<file path="config.mk">
export PLATFORM = sky130hd
export DESIGN_NAME = ixs_top
export DESIGN_NICKNAME = d
export VERILOG_FILES = /design/src/rtl/ixs_pkg.sv /design/src/rtl/ixs_edge_det.sv /design/src/rtl/ixs_line.sv /design/src/rtl/ixs_top.sv
export SDC_FILE = /design/constraint.sdc
export NUM_CORES = 1
export LEC_CHECK = 0
export ABC_AREA = 1
export BUFFER_PORTS_ARGS = -buffer_cell sky130_fd_sc_hd__buf_4
export CAP_MARGIN = 20
export CORE_MARGIN = 5
export CORE_UTILIZATION = 49
export DETAILED_ROUTE_END_ITERATION = 16
export PLACE_DENSITY = 0.74
export SYNTH_ARGS = -nofsm -noshare
export SYNTH_HDL_FRONTEND = slang
export SYNTH_SLANG_ARGS = --single-unit
</file>
<file path="constraint.sdc">
create_clock -name clk -period 2.53 [get_ports clk]
set_input_delay 0.3795 -clock clk [delete_from_list [all_inputs] [get_ports clk]]
set_output_delay 0.3795 -clock clk [all_outputs]
set_load 0.01 [all_outputs]
</file>
<file path="src/rtl/ixs_pkg.sv">
package ixs_pkg;

    localparam logic [7:0] A_CTRL = 8'h00;
    localparam logic [7:0] A_ST0  = 8'h10;
    localparam logic [7:0] A_MK0  = 8'h14;
    localparam logic [7:0] A_ST1  = 8'h18;
    localparam logic [7:0] A_MK1  = 8'h1C;
    localparam logic [7:0] A_EDGE = 8'h20;

    typedef enum logic [2:0] {
        RK_NONE,
        RK_CTRL,
        RK_STAT,
        RK_MASK,
        RK_EDGE
    } reg_kind_e;

    typedef struct packed {
        reg_kind_e  kind;
        logic       line;
        logic [2:0] idx;
    } reg_sel_t;

    function automatic logic in_win(logic [7:0] a, logic [7:0] base, int n);
        return (int'(a) >= int'(base)) && (int'(a) < int'(base) + n);
    endfunction

    function automatic logic [2:0] win_idx(logic [7:0] a, logic [7:0] base);
        logic [7:0] off;
        off = a - base;
        return off[2:0];
    endfunction

    function automatic reg_sel_t decode(logic [7:0] a, int nb, int eb);
        reg_sel_t s;
        s = '{kind: RK_NONE, line: 1'b0, idx: 3'd0};
        if (a == A_CTRL) begin
            s.kind = RK_CTRL;
        end else if (in_win(a, A_ST0, nb)) begin
            s = '{kind: RK_STAT, line: 1'b0, idx: win_idx(a, A_ST0)};
        end else if (in_win(a, A_MK0, nb)) begin
            s = '{kind: RK_MASK, line: 1'b0, idx: win_idx(a, A_MK0)};
        end else if (in_win(a, A_ST1, nb)) begin
            s = '{kind: RK_STAT, line: 1'b1, idx: win_idx(a, A_ST1)};
        end else if (in_win(a, A_MK1, nb)) begin
            s = '{kind: RK_MASK, line: 1'b1, idx: win_idx(a, A_MK1)};
        end else if (in_win(a, A_EDGE, eb)) begin
            s = '{kind: RK_EDGE, line: 1'b0, idx: win_idx(a, A_EDGE)};
        end
        return s;
    endfunction

    // cfg[1] arms the rising edge, cfg[0] arms the falling edge
    function automatic logic edge_hit(logic [1:0] cfg, logic now, logic was);
        return (cfg[1] & now & ~was) | (cfg[0] & ~now & was);
    endfunction

endpackage

</file>
<file path="src/rtl/ixs_edge_det.sv">
module ixs_edge_det
    import ixs_pkg::*;
#(
    parameter int N = 12
) (
    input  logic           clk,
    input  logic           rst,
    input  logic [N-1:0]   src_in,
    input  logic [2*N-1:0] edge_cfg,
    output logic [N-1:0]   event_o
);
    logic [N-1:0] sync1_q, sync2_q, prev_q;

    always_ff @(posedge clk) begin
        if (rst) begin
            sync1_q <= '0;
            sync2_q <= '0;
            prev_q  <= '0;
        end else begin
            sync1_q <= src_in;
            sync2_q <= sync1_q;
            prev_q  <= sync2_q;
        end
    end

    for (genvar i = 0; i < N; i++) begin : g_src
        assign event_o[i] = edge_hit(edge_cfg[2*i +: 2], sync2_q[i], prev_q[i]);
    end
endmodule

</file>
<file path="src/rtl/ixs_line.sv">
module ixs_line
    import ixs_pkg::*;
#(
    parameter int N = 12
) (
    input  logic         clk,
    input  logic         rst,
    input  logic [N-1:0] event_i,
    input  logic         cor_i,
    input  logic         wr_i,
    input  logic         rd_i,
    input  logic         stat_sel_i,
    input  logic         mask_sel_i,
    input  logic [2:0]   idx_i,
    input  logic [7:0]   wdata_i,
    output logic [N-1:0] stat_o,
    output logic [N-1:0] mask_o,
    output logic [N-1:0] clr_o,
    output logic         irq_o
);
    logic [N-1:0] st_q, mk_q, mwe;

    for (genvar i = 0; i < N; i++) begin : g_bit
        localparam int B = i / 8;
        localparam int K = i % 8;
        logic hit;
        assign hit     = (idx_i == 3'(B));
        assign clr_o[i] = (rd_i & stat_sel_i & hit & cor_i)
                        | (wr_i & stat_sel_i & hit & ~cor_i & wdata_i[K]);
        assign mwe[i]   = wr_i & mask_sel_i & hit;

        always_ff @(posedge clk) begin
            if (rst) begin
                mk_q[i] <= 1'b1;
            end else if (mwe[i]) begin
                mk_q[i] <= wdata_i[K];
            end
        end
    end

    // a new event outranks a clear in the same cycle
    always_ff @(posedge clk) begin
        if (rst) st_q <= '0;
        else     st_q <= (st_q & ~clr_o) | event_i;
    end

    assign stat_o = st_q;
    assign mask_o = mk_q;
    assign irq_o  = |(st_q & ~mk_q);
endmodule

</file>
<file path="src/rtl/ixs_top.sv">
module ixs_top
    import ixs_pkg::*;
#(
    parameter int N = 12
) (
    input  logic         clk,
    input  logic         rst,
    input  logic [N-1:0] src_in,
    input  logic [7:0]   reg_addr,
    input  logic         reg_wr,
    input  logic [7:0]   reg_wdata,
    input  logic         reg_rd,
    output logic [7:0]   reg_rdata,
    output logic [1:0]   irq_out
);
    localparam int NB = (N + 7) / 8;
    localparam int EB = (2 * N + 7) / 8;

    reg_sel_t               sel;
    logic                   cor_q;
    logic [2*N-1:0]         edge_q;
    logic [N-1:0]           ev_w;
    logic [1:0][N-1:0]      st_w, mk_w, clr_w;

    assign sel = decode(reg_addr, NB, EB);

    always_ff @(posedge clk) begin
        if (rst)                                 cor_q <= 1'b0;
        else if (reg_wr && sel.kind == RK_CTRL)  cor_q <= reg_wdata[0];
    end

    for (genvar j = 0; j < 2 * N; j++) begin : g_edge
        localparam int B = j / 8;
        localparam int K = j % 8;
        always_ff @(posedge clk) begin
            if (rst)
                edge_q[j] <= 1'b0;
            else if (reg_wr && sel.kind == RK_EDGE && sel.idx == 3'(B))
                edge_q[j] <= reg_wdata[K];
        end
    end

    ixs_edge_det #(.N(N)) u_det (
        .clk      (clk),
        .rst      (rst),
        .src_in   (src_in),
        .edge_cfg (edge_q),
        .event_o  (ev_w)
    );

    for (genvar l = 0; l < 2; l++) begin : g_line
        logic mine;
        assign mine = (sel.line == 1'(l));
        ixs_line #(.N(N)) u_line (
            .clk        (clk),
            .rst        (rst),
            .event_i    (ev_w),
            .cor_i      (cor_q),
            .wr_i       (reg_wr & mine),
            .rd_i       (reg_rd & mine),
            .stat_sel_i (sel.kind == RK_STAT),
            .mask_sel_i (sel.kind == RK_MASK),
            .idx_i      (sel.idx),
            .wdata_i    (reg_wdata),
            .stat_o     (st_w[l]),
            .mask_o     (mk_w[l]),
            .clr_o      (clr_w[l]),
            .irq_o      (irq_out[l])
        );
    end

    always_comb begin
        reg_rdata = 8'h00;
        unique case (sel.kind)
            RK_CTRL: reg_rdata[0] = cor_q;
            RK_STAT: for (int i = 0; i < N; i++)
                         if (i / 8 == int'(sel.idx)) reg_rdata[i % 8] = st_w[sel.line][i];
            RK_MASK: for (int i = 0; i < N; i++)
                         if (i / 8 == int'(sel.idx)) reg_rdata[i % 8] = mk_w[sel.line][i];
            RK_EDGE: for (int j = 0; j < 2 * N; j++)
                         if (j / 8 == int'(sel.idx)) reg_rdata[j % 8] = edge_q[j];
            default: reg_rdata = 8'h00;
        endcase
    end
endmodule

</file>
==> results of run 1 <==
-- cells in the final DEF (no fill, tap or decap), types with 4 or more instances in the layout --
cell type and count:
o22ai_1 16, dfxtp_1 109, a21oi_1 65, o21ai_1 7, nor2_1 81, nor2_4 4
nand4_1 17, inv_2 7, o21ai_0 51, a31oi_1 12, nor3_1 13, inv_1 97
nor2_2 6, nand2_1 143, nand3_1 36, buf_4 50, clkbuf_8 9
-- final timing paths --
check	end	startpoint	slack, ns	cells past startpoint
min	u_det.sync1_q[10]$_SDFF_PP0_	src_in[10]	0.19	3
min reg2reg	u_det.sync2_q[1]$_SDFF_PP0_	u_det.sync1_q[1]$_SDFF_PP0_	0.40	2
max reg2reg	g_line[0].u_line.stat_o[11]$_SDFF_PP0_	cor_q$_SDFFE_PP0P_	1.23	7
max	reg_rdata[1]	reg_addr[6]	0.16	12
-- Yosys cell counts --
library cell  count
clkinv_1          1
dfxtp_1         109
nor2_1           81
nand2_1         143
nor2_4            4
o21a_1            2
o311a_1           1
nor2_2            6
o211ai_1          2
a31oi_1          12
o21ai_1           6
clkbuf_1         17
nor3_1           13
buf_4             4
inv_1            97
nand3_1          36
nand3_2           3
o21ai_0          52
nor4_1            2
nand2_2           2
inv_2             7
a21oi_2           1
o22ai_1          16
nand4_1          17
a21oi_1          65
buf_6             1
nand2_4           4
buf_2            12
-- registers in the layout, summed over array words and instances, names as in the netlist --
signal,flops
g_line.u_line.stat_o,24
u_det.prev_q,12
edge_q,24
cor_q,1
g_line.u_line.mask_o,24
u_det.sync1_q,12
u_det.sync2_q,12
-- power by group --
part	total, mW	internal [mW]	leakage [nW]	switching (mW)
logic	0.177	0.0585	1.31	0.118
clock network	1.12	0.483	0.110	0.637
registers	1.75	1.74	0.885	0.00833
total	3.05	2.28	2.30	0.764
-- through the flow --
stage                     area, µm²  utilization  hold WS, ns  cells  setup WS [ns]
after global placement         5330        0.543        0.389    865          0.145
after floorplan                4960            -        0.388    716          0.635
after CTS                      5550        0.565        0.169    881          0.106
after global routing           5560        0.566        0.177    881        0.00119
final                          5560        0.566        0.185    881          0.164
after detailed placement       5330        0.543        0.392    865          0.107
-- cell type report --
type | count | area [µm²]
Timing Repair Buffer | 50 | 375
Clock inverter | 7 | 91.3
Sequential cell | 109 | 2180
Fill cell | 976 | 4260
Multi-Input combinational cell | 468 | 2220
Clock buffer | 9 | 124
Inverter | 105 | 394
Tap cell | 133 | 166
-- metal layers --
metal,up-vias,GRT usage,part of all wire,wire [µm]
met5,-,0,0,0
met4,0,0.0665,0.017,225
met3,17,0.0481,0.074,1010
met2,162,0.377,0.48,6580
met1,2184,0.283,0.43,5810
li1,2354,-,-,-
-- logic make-up (layout without fill, tap and decap cells) --
family / Yosys count / in the layout
and+or+nand+nor: 311 / 311
AOI/OAI and AO/OA: 157 / 157
DFF: 109 / 109
buffers and inverters: 139 / 171
-- worst max-delay path, cell delays in order --
cell and delay [ns]:
buf_4 0.11, inv_1 0.04, nand2_1 0.11, nor2_1 0.19, nand2_4 0.11, nand2_2 0.10
nand2_4 0.16, nand2_8 0.17, nor2_1 0.06, o21ai_1 0.24, nand3_1 0.14, buf_4 0.16
==> flow_summary.yaml, run 1 <==
outcome:
  run_status: "completed"
global_route:
  antenna_found_initial: 0
  grt_pass1_wl_um: 22000
  grt_max_degree: 61
  grt_use_total: 0.222
  grt_overflow: 0
  grt_pass1_vias: 4401
drt:
  num_vias: 4717
  ant_nets: 0
  dr.first_iter.drc_count: 530
  avgViaCountPerCell: 5.35
  wl_per_cell_um: 15.5
  drc: 0
  routed_wl_um: 13600
  first_pass_iters: 5
clocking:
  holdBufCountCts: 0
  clk_pin_slew_ns: 0.11
  cts.sinks: 109
  root_buffer: "clkbuf_8"
  cts_tree: "built"
  clk_path_buf_depth: 2
  cts.repair.resized: 0
  cts_buffers: 9
  htreeDepth: 3
  insertion_delay_ns: 0.39
  cts_setup_buffers: 0
place:
  io_buffers: 41
  place_congestion: 0.957
  hpwlAfterDp_um: 9930
power:
  leakagePower_nw: 2.30
  p_total_mw: 3.05
  ir_drop_v: 0.000464
  p_per_area_nw_per_um2: 548
yosys:
  muxShareOfSynthArea: 0
  ys_seq_area_frac: 0.440
  synthXorXnorAreaFrac: 0
  synthDistinctLibCells: 28
  synth_largest_area_cell: "dfxtp_1"
  synthAdderAreaFrac: 0
  syn-cell-area_um2: 4960
  ys_top_cells_by_area: "dfxtp_1, nand2_1, inv_1, a21oi_1, nor2_1"
  syn-num-nets: 748
  syn_inst: 716
  synth-seq-cells: 109
  syn_area_per_cell_um2: 6.92
  synth_top_family_by_area: "simple AND/OR/NAND/NOR gates"
  synth-compound-area-share: 0.169
  synth.top_cell.area_share: 0.440
  yosys_warnings: 0
  yosys.area_share.simple: 0.277
die:
  die_w_um: 111
  core-area_um2: 9820
  rows: 36
  fp.dieH_um: 111
  start_util: 0.505
  pin_count: 42
  die-area_um2: 12200
layout:
  syn_to_final_growth_pct: 12.1
  diodes: 0
  drive_above_1_share: 0.124
  nets: 775
timing:
  drv_slew: 0
  fmax_mhz: 423
  maxSlewHeadroom: 0.523
  worst_pin_slew_ns: 0.713
  grt_setup_unrepaired: "false"
  fin_crit_sh: 0.935
  skew_ns: 0.0130
  finalSetupTns_ns: 0
  hold_viol: 0
  setup_viol: 0
  fin_crit_ns: 2.37
critical_path:
  critPathMaxFanout: 17
  critPathKind: "input port to output pin"
  cp.required_ns: 2.15
  crit_arrival_ns: 1.99
  critPathCaptureType: "output pin"
  start_kind: "input port"
hold_path:
  min_path_type: "input port to flop"
run:
  maxCapViolations: 0
(Power assumes the default switching activity.)
==> run 2, diff against run 1 <==
--- a/config.mk
+++ b/config.mk
@@ -5,13 +5,13 @@
 export SDC_FILE = /design/constraint.sdc
 export NUM_CORES = 1
 export LEC_CHECK = 0
-export ABC_AREA = 1
 export BUFFER_PORTS_ARGS = -buffer_cell sky130_fd_sc_hd__buf_4
 export CAP_MARGIN = 20
 export CORE_MARGIN = 5
 export CORE_UTILIZATION = 49
+export CTS_BUF_LIST = sky130_fd_sc_hd__clkbuf_4 sky130_fd_sc_hd__clkbuf_8
 export DETAILED_ROUTE_END_ITERATION = 16
-export PLACE_DENSITY = 0.74
+export PLACE_DENSITY = 0.75
 export SYNTH_ARGS = -nofsm -noshare
 export SYNTH_HDL_FRONTEND = slang
 export SYNTH_SLANG_ARGS = --single-unit
==> run 2 against run 1 <==
Against the previous run:
- sequential power is essentially flat
- critical path type unchanged
- core utilization grew 1.6 points
- hold slack gained 0.021 ns
- design area grew 1.5%
- first-iteration DRC count shrank 45%
- largest power group unchanged
- maximum frequency shrank 5.1%
==> flow_summary.yaml, run 2 <==
outcome:
  run_status: "completed"
layout:
  fin_cells: 725
  syn_to_final_growth_pct: 16.7
  nets: 619
  final_area_um2: 5640
  drive_above_1_share: 0.179
  layout_commonest_cell: "dfxtp_1"
  layout_common_cells: "dfxtp_1, nand2_1, buf_4"
  diodes: 0
clocking:
  insertion_delay_ns: 0.37
  clk_path_buf_depth: 2
  clk_pin_slew_ns: 0.11
  root_buffer: "clkbuf_8"
  cts_buffers: 9
  cts_tree: "built"
  htreeDepth: 3
  cts.sinks: 109
yosys:
  syn_area_per_cell_um2: 8.93
  synth-seq-cells: 109
  syn-num-nets: 573
  syn-cell-area_um2: 4830
  synth_edf_count: 0
  synth.top_cell.area_share: 0.452
  ys_top_cells_by_area: "dfxtp_1, mux2i_1, nand2_1, nor2b_1, o21ai_0"
  synthDistinctLibCells: 40
  yosysMostFrequentCell: "dfxtp_1"
  synth_largest_area_cell: "dfxtp_1"
  ys_seq_area_frac: 0.452
  synthArstFlopShare: 0
  syn_inst: 541
  synthTopCellsByCount: "dfxtp_1, nand2_1, mux2i_1"
  ys.flop_type: "dfxtp_1"
  yosys_warnings: 0
critical_path:
  critPathKind: "input port to output pin"
  rr_endpoint: "g_line[0].u_line.stat_o[3]$_SDFF_PP0_"
  r2r-start: "cor_q$_SDFFE_PP0P_"
  start_kind: "input port"
  cp.required_ns: 2.15
  slowest_delay_ns: 0.54
  cpMostUsedCell: "o22ai_1"
  critPathCaptureType: "output pin"
  worstPathCellList: "buf_8, or4_4, nor3_4, buf_12, mux2i_1, o22ai_1, o22ai_1, o2bb2ai_1, buf_4"
  ff2ff_path_depth: 7
  crit_arrival_ns: 2.11
  path_delay_family: "simple AND/OR/NAND/NOR gates"
  critical_path_buf_inv_count: 3
  r2r_slack_ns: 0.65
  cp.depth: 9
  critPathMaxFanout: 13
  crit_end: "reg_rdata[2]"
  crit_slowest_cell: "or4_4"
  crit_start: "reg_addr[1]"
drt:
  drc: 0
  dr.first_iter.drc_count: 289
  first_pass_iters: 5
  highest_layer: "met4"
  avgViaCountPerCell: 5.69
  ant_nets: 0
  wl_met3_um: 814
  routed_wl_um: 12300
  routedLengthMet1_um: 5320
  wl_per_cell_um: 17.0
  num_vias: 4127
  met2_length_um: 5920
die:
  pin_count: 42
  core-area_um2: 9680
  die-area_um2: 11900
  rows: 36
  die_w_um: 109
  fp.dieH_um: 109
  start_util: 0.499
global_route:
  grt_pass1_wl_um: 19900
  grt_use_total: 0.214
  grt_pass1_vias: 3909
  grt_max_degree: 39
  antenna_found_initial: 0
  grt_overflow: 0
timing:
  fin_crit_sh: 0.986
  grt_setup_unrepaired: "true"
  hold_viol: 0
  fmax_mhz: 401
  skew_ns: 0.0104
  drv_slew: 0
  maxSlewHeadroom: 0.443
  fin_crit_ns: 2.49
  worst_pin_slew_ns: 0.832
  setup_viol: 0
power:
  p_per_area_nw_per_um2: 525
  power_frac_comb: 0.061
  power.share.clock: 0.348
  p_int_mw: 2.21
  p_sw_frac: 0.255
  ir_drop_v: 0.000550
  switchingPower_mw: 0.756
  pwr-share-seq: 0.591
  leakagePower_nw: 2.35
hold_path:
  min_path_type: "input port to flop"
place:
  dp.cells: 708
  placed_area_um2: 5400
  io_buffers: 41
  hpwlAfterDp_um: 9190
  place_congestion: 0.914
run:
  maxCapViolations: 0
==> run 2: routing by layer <==
layer	track usage	vias to the layer above
met4	0.0703	0
met5	0	-
met1	0.280	1941
li1	-	1974
met3	0.0367	27
met2	0.358	185
==> run 2: cells by family (layout without fill, tap and decap cells) <==
family / Yosys count / in the layout / synth area share
muxes: 61 / 61 / 0.137
buffers and inverters: 58 / 109 / 0.0474
DFF: 109 / 109 / 0.452
and+or+nand+nor: 208 / 208 / 0.217
AOI/OAI and AO/OA: 105 / 105 / 0.147
==> run 2: worst register-to-register path, stage by stage, from the launching register on <==
cell	delay, ns
dfxtp_1	0.36
nand2b_1	0.15
or4_4	0.45
a2111oi_4	0.28
buf_4	0.22
nand2_1	0.07
a31oi_1	0.17
nor2_1	0.06
==> run 2: what timing repair did <==
action	in CTS	in global routing
resized for setup	0	8
pin swaps	0	1
hold buffers	0	0
endpoints found under the setup margin	2	8
setup buffers	1	0
==> run 2: final cells by class <==
type	count	area, µm²
fill	847	4050
multi-input combinational	374	2440
sequential	109	2180
timing repair buffer	65	549
tap	133	166
clock buffer	9	124
inverter	28	105
clock inverter	7	72.6
==> run 2: per-stage QoR <==
| step | hold WS [ns] | setup TNS, ns | total power, mW | setup WS [ns] | util |
|---|---|---|---|---|---|
| floorplan | 0.414 | 0 | 1.87 | 0.0638 | - |
| global placement | 0.420 | 0 | 1.96 | 0.0338 | 0.558 |
| detailed placement | 0.428 | -0.00168 | 1.96 | -0.00168 | 0.558 |
| CTS | 0.199 | 0 | 2.98 | 0.00344 | 0.579 |
| global route | 0.206 | -0.204 | 3.08 | -0.0804 | 0.582 |
| finish | 0.206 | 0 | 2.96 | 0.0363 | 0.582 |
==> run 2: power groups by stage <==
stage	combinational (mW)	sequential, mW	clock [mW]
after floorplan	0.0880	1.79	0
after global placement	0.172	1.79	0
after detailed placement	0.175	1.79	0
after CTS	0.176	1.75	1.06
after global routing	0.197	1.75	1.13
final	0.182	1.75	1.03
==> run 2: worst min-delay path by stage <==
stage	cells past startpoint	from	to	slack (ns)
3_3_place_gp	1	u_det.sync1_q[3]$_SDFF_PP0_	u_det.sync2_q[3]$_SDFF_PP0_	0.42
2_1_floorplan	1	u_det.sync1_q[0]$_SDFF_PP0_	u_det.sync2_q[0]$_SDFF_PP0_	0.41
4_1_cts	2	src_in[0]	u_det.sync1_q[0]$_SDFF_PP0_	0.20
6_report	2	src_in[9]	u_det.sync1_q[9]$_SDFF_PP0_	0.21
5_1_grt	2	src_in[6]	u_det.sync1_q[6]$_SDFF_PP0_	0.21
3_5_place_dp	1	u_det.sync1_q[7]$_SDFF_PP0_	u_det.sync2_q[7]$_SDFF_PP0_	0.43
==> run 3, diff against run 2 <==
--- a/config.mk
+++ b/config.mk
@@ -5,13 +5,13 @@
 export SDC_FILE = /design/constraint.sdc
 export NUM_CORES = 1
 export LEC_CHECK = 0
-export BUFFER_PORTS_ARGS = -buffer_cell sky130_fd_sc_hd__buf_4
 export CAP_MARGIN = 20
 export CORE_MARGIN = 5
-export CORE_UTILIZATION = 49
+export CORE_UTILIZATION = 45
 export CTS_BUF_LIST = sky130_fd_sc_hd__clkbuf_4 sky130_fd_sc_hd__clkbuf_8
 export DETAILED_ROUTE_END_ITERATION = 16
-export PLACE_DENSITY = 0.75
+export DONT_BUFFER_PORTS = 1
+export PLACE_DENSITY = 0.67
 export SYNTH_ARGS = -nofsm -noshare
 export SYNTH_HDL_FRONTEND = slang
 export SYNTH_SLANG_ARGS = --single-unit
==> run 3 against run 2 <==
Against the previous run:
- combinational power down 57%
- die area up 8.1%
- power down 3.3%
- non-clock buffer count down 43
- clock power about the same
- global-route usage down 2.1 points
- via count down 6.3%
- critical path type unchanged
- register-to-register slack better by 0.03 ns
- largest cell class unchanged
- final cell count down 5.5%
- clock skew down 0.0057 ns
==> flow_summary.yaml, run 3 (synthesized netlist as in run 2, its figures left out) <==
place:
  io_buffers: 0
  place_congestion: 0.941
  hpwlAfterDp_um: 9070
  place_ws_ns: 0.115
  placed_area_um2: 5070
  dp.cells: 669
layout:
  layout_commonest_cell: "dfxtp_1"
  diodes: 0
  syn_to_final_growth_pct: 9.15
  final_area_um2: 5270
  layout_common_cells: "dfxtp_1, nand2_1, mux2i_1"
  nets: 576
  fin_cells: 685
  drive_above_1_share: 0.111
  final_util: 0.506
global_route:
  antenna_found_initial: 0
  grt_max_degree: 78
  grt_pass1_wl_um: 19700
  grt_pass1_vias: 3716
  grt_use_total: 0.193
  grt_overflow: 0
drt:
  avgViaCountPerCell: 5.64
  wl_per_cell_um: 17.8
  routed_wl_um: 12200
  first_pass_iters: 5
  drc: 0
  ant_nets: 0
  num_vias: 3865
  dr.first_iter.drc_count: 199
critical_path:
  cp.required_ns: 2.15
  start_kind: "input port"
  critPathMaxFanout: 22
  ff2ff_path_depth: 7
  critPathCaptureType: "output pin"
  critPathKind: "input port to output pin"
  crit_arrival_ns: 2.03
die:
  die-area_um2: 12900
  fp.dieH_um: 114
  rows: 37
  pin_count: 42
  start_util: 0.464
  die_w_um: 114
  core-area_um2: 10400
clocking:
  cts.sinks: 109
  cts_buffers: 9
  cts.repair.resized: 0
  clk_path_buf_depth: 2
  insertion_delay_ns: 0.38
  htreeDepth: 3
  cts_tree: "built"
  root_buffer: "clkbuf_8"
  holdBufCountCts: 0
  cts_setup_buffers: 0
  clk_pin_slew_ns: 0.11
power:
  p_per_area_nw_per_um2: 544
  power_frac_comb: 0.027
  p_int_mw: 2.17
  p_total_mw: 2.87
  switchingPower_mw: 0.691
  pwr-share-seq: 0.610
  p_sw_frac: 0.241
  leakagePower_nw: 2.13
  ir_drop_v: 0.000377
  power.share.clock: 0.363
timing:
  skew_ns: 0.00470
  fin_ws_ns: 0.125
  fin_crit_sh: 0.951
  maxSlewHeadroom: 0.430
  worst_pin_slew_ns: 0.851
  fin_crit_ns: 2.41
  drv_slew: 0
  fmax_mhz: 416
  grt_setup_unrepaired: "false"
  hold_viol: 0
  finalSetupTns_ns: 0
  whs_ns: 0.0578
  setup_viol: 0
hold_path:
  hold_depth: 1
  min_path_type: "input port to flop"
outcome:
  run_status: "completed"
run:
  maxCapViolations: 0
-- run 3: cell types whose count changed in the layout (fill, tap and decap cells not counted), moves of 2 or more --
cell / delta
inv_8: -2
buf_4: -39
inv_6: +2
buf_12: -2
-- run 3: path summary, 6_finish.rpt --
check,start,slack (ns),to
setup reg to reg,cor_q$_SDFFE_PP0P_,0.68,g_line[0].u_line.stat_o[1]$_SDFF_PP0_
setup / recovery,reg_addr[1],0.12,reg_rdata[3]
hold / removal,rst,0.06,u_det.sync1_q[9]$_SDFF_PP0_
hold reg to reg,u_det.sync1_q[2]$_SDFF_PP0_,0.45,u_det.sync2_q[2]$_SDFF_PP0_
-- run 3: power groups by stage --
| stage | Clock (mW) | Combinational (mW) | Sequential, mW |
|---|---|---|---|
| floorplan | 0 | 0.0880 | 1.79 |
| global placement | 0 | 0.0753 | 1.79 |
| detailed placement | 0 | 0.0770 | 1.79 |
| CTS | 1.06 | 0.0771 | 1.75 |
| global route | 1.13 | 0.0847 | 1.75 |
| finish | 1.04 | 0.0774 | 1.75 |
-- run 3: per-layer routing --
| metal | part of all wire | GRT usage |
|---|---|---|
| met5 | 0 | 0 |
| met2 | 0.48 | 0.328 |
| met4 | 0.021 | 0.0601 |
| met3 | 0.050 | 0.0382 |
| met1 | 0.45 | 0.246 |
-- run 3: area by class of cell --
cell class | instances | area, µm²
clock inverter | 6 | 62.6
clock buffer | 10 | 131
sequential | 109 | 2180
tap | 136 | 170
inverter | 28 | 105
multi-input combinational | 374 | 2430
fill | 956 | 5140
timing repair buffer | 22 | 190
-- run 3: critical path, stage by stage --
cell and delay [ns]:
or4_4 0.54, nor3_4 0.16, buf_12 0.18, mux2i_1 0.21, o22ai_1 0.10, o22ai_1 0.16, o2bb2ai_1 0.13, buf_4 0.17
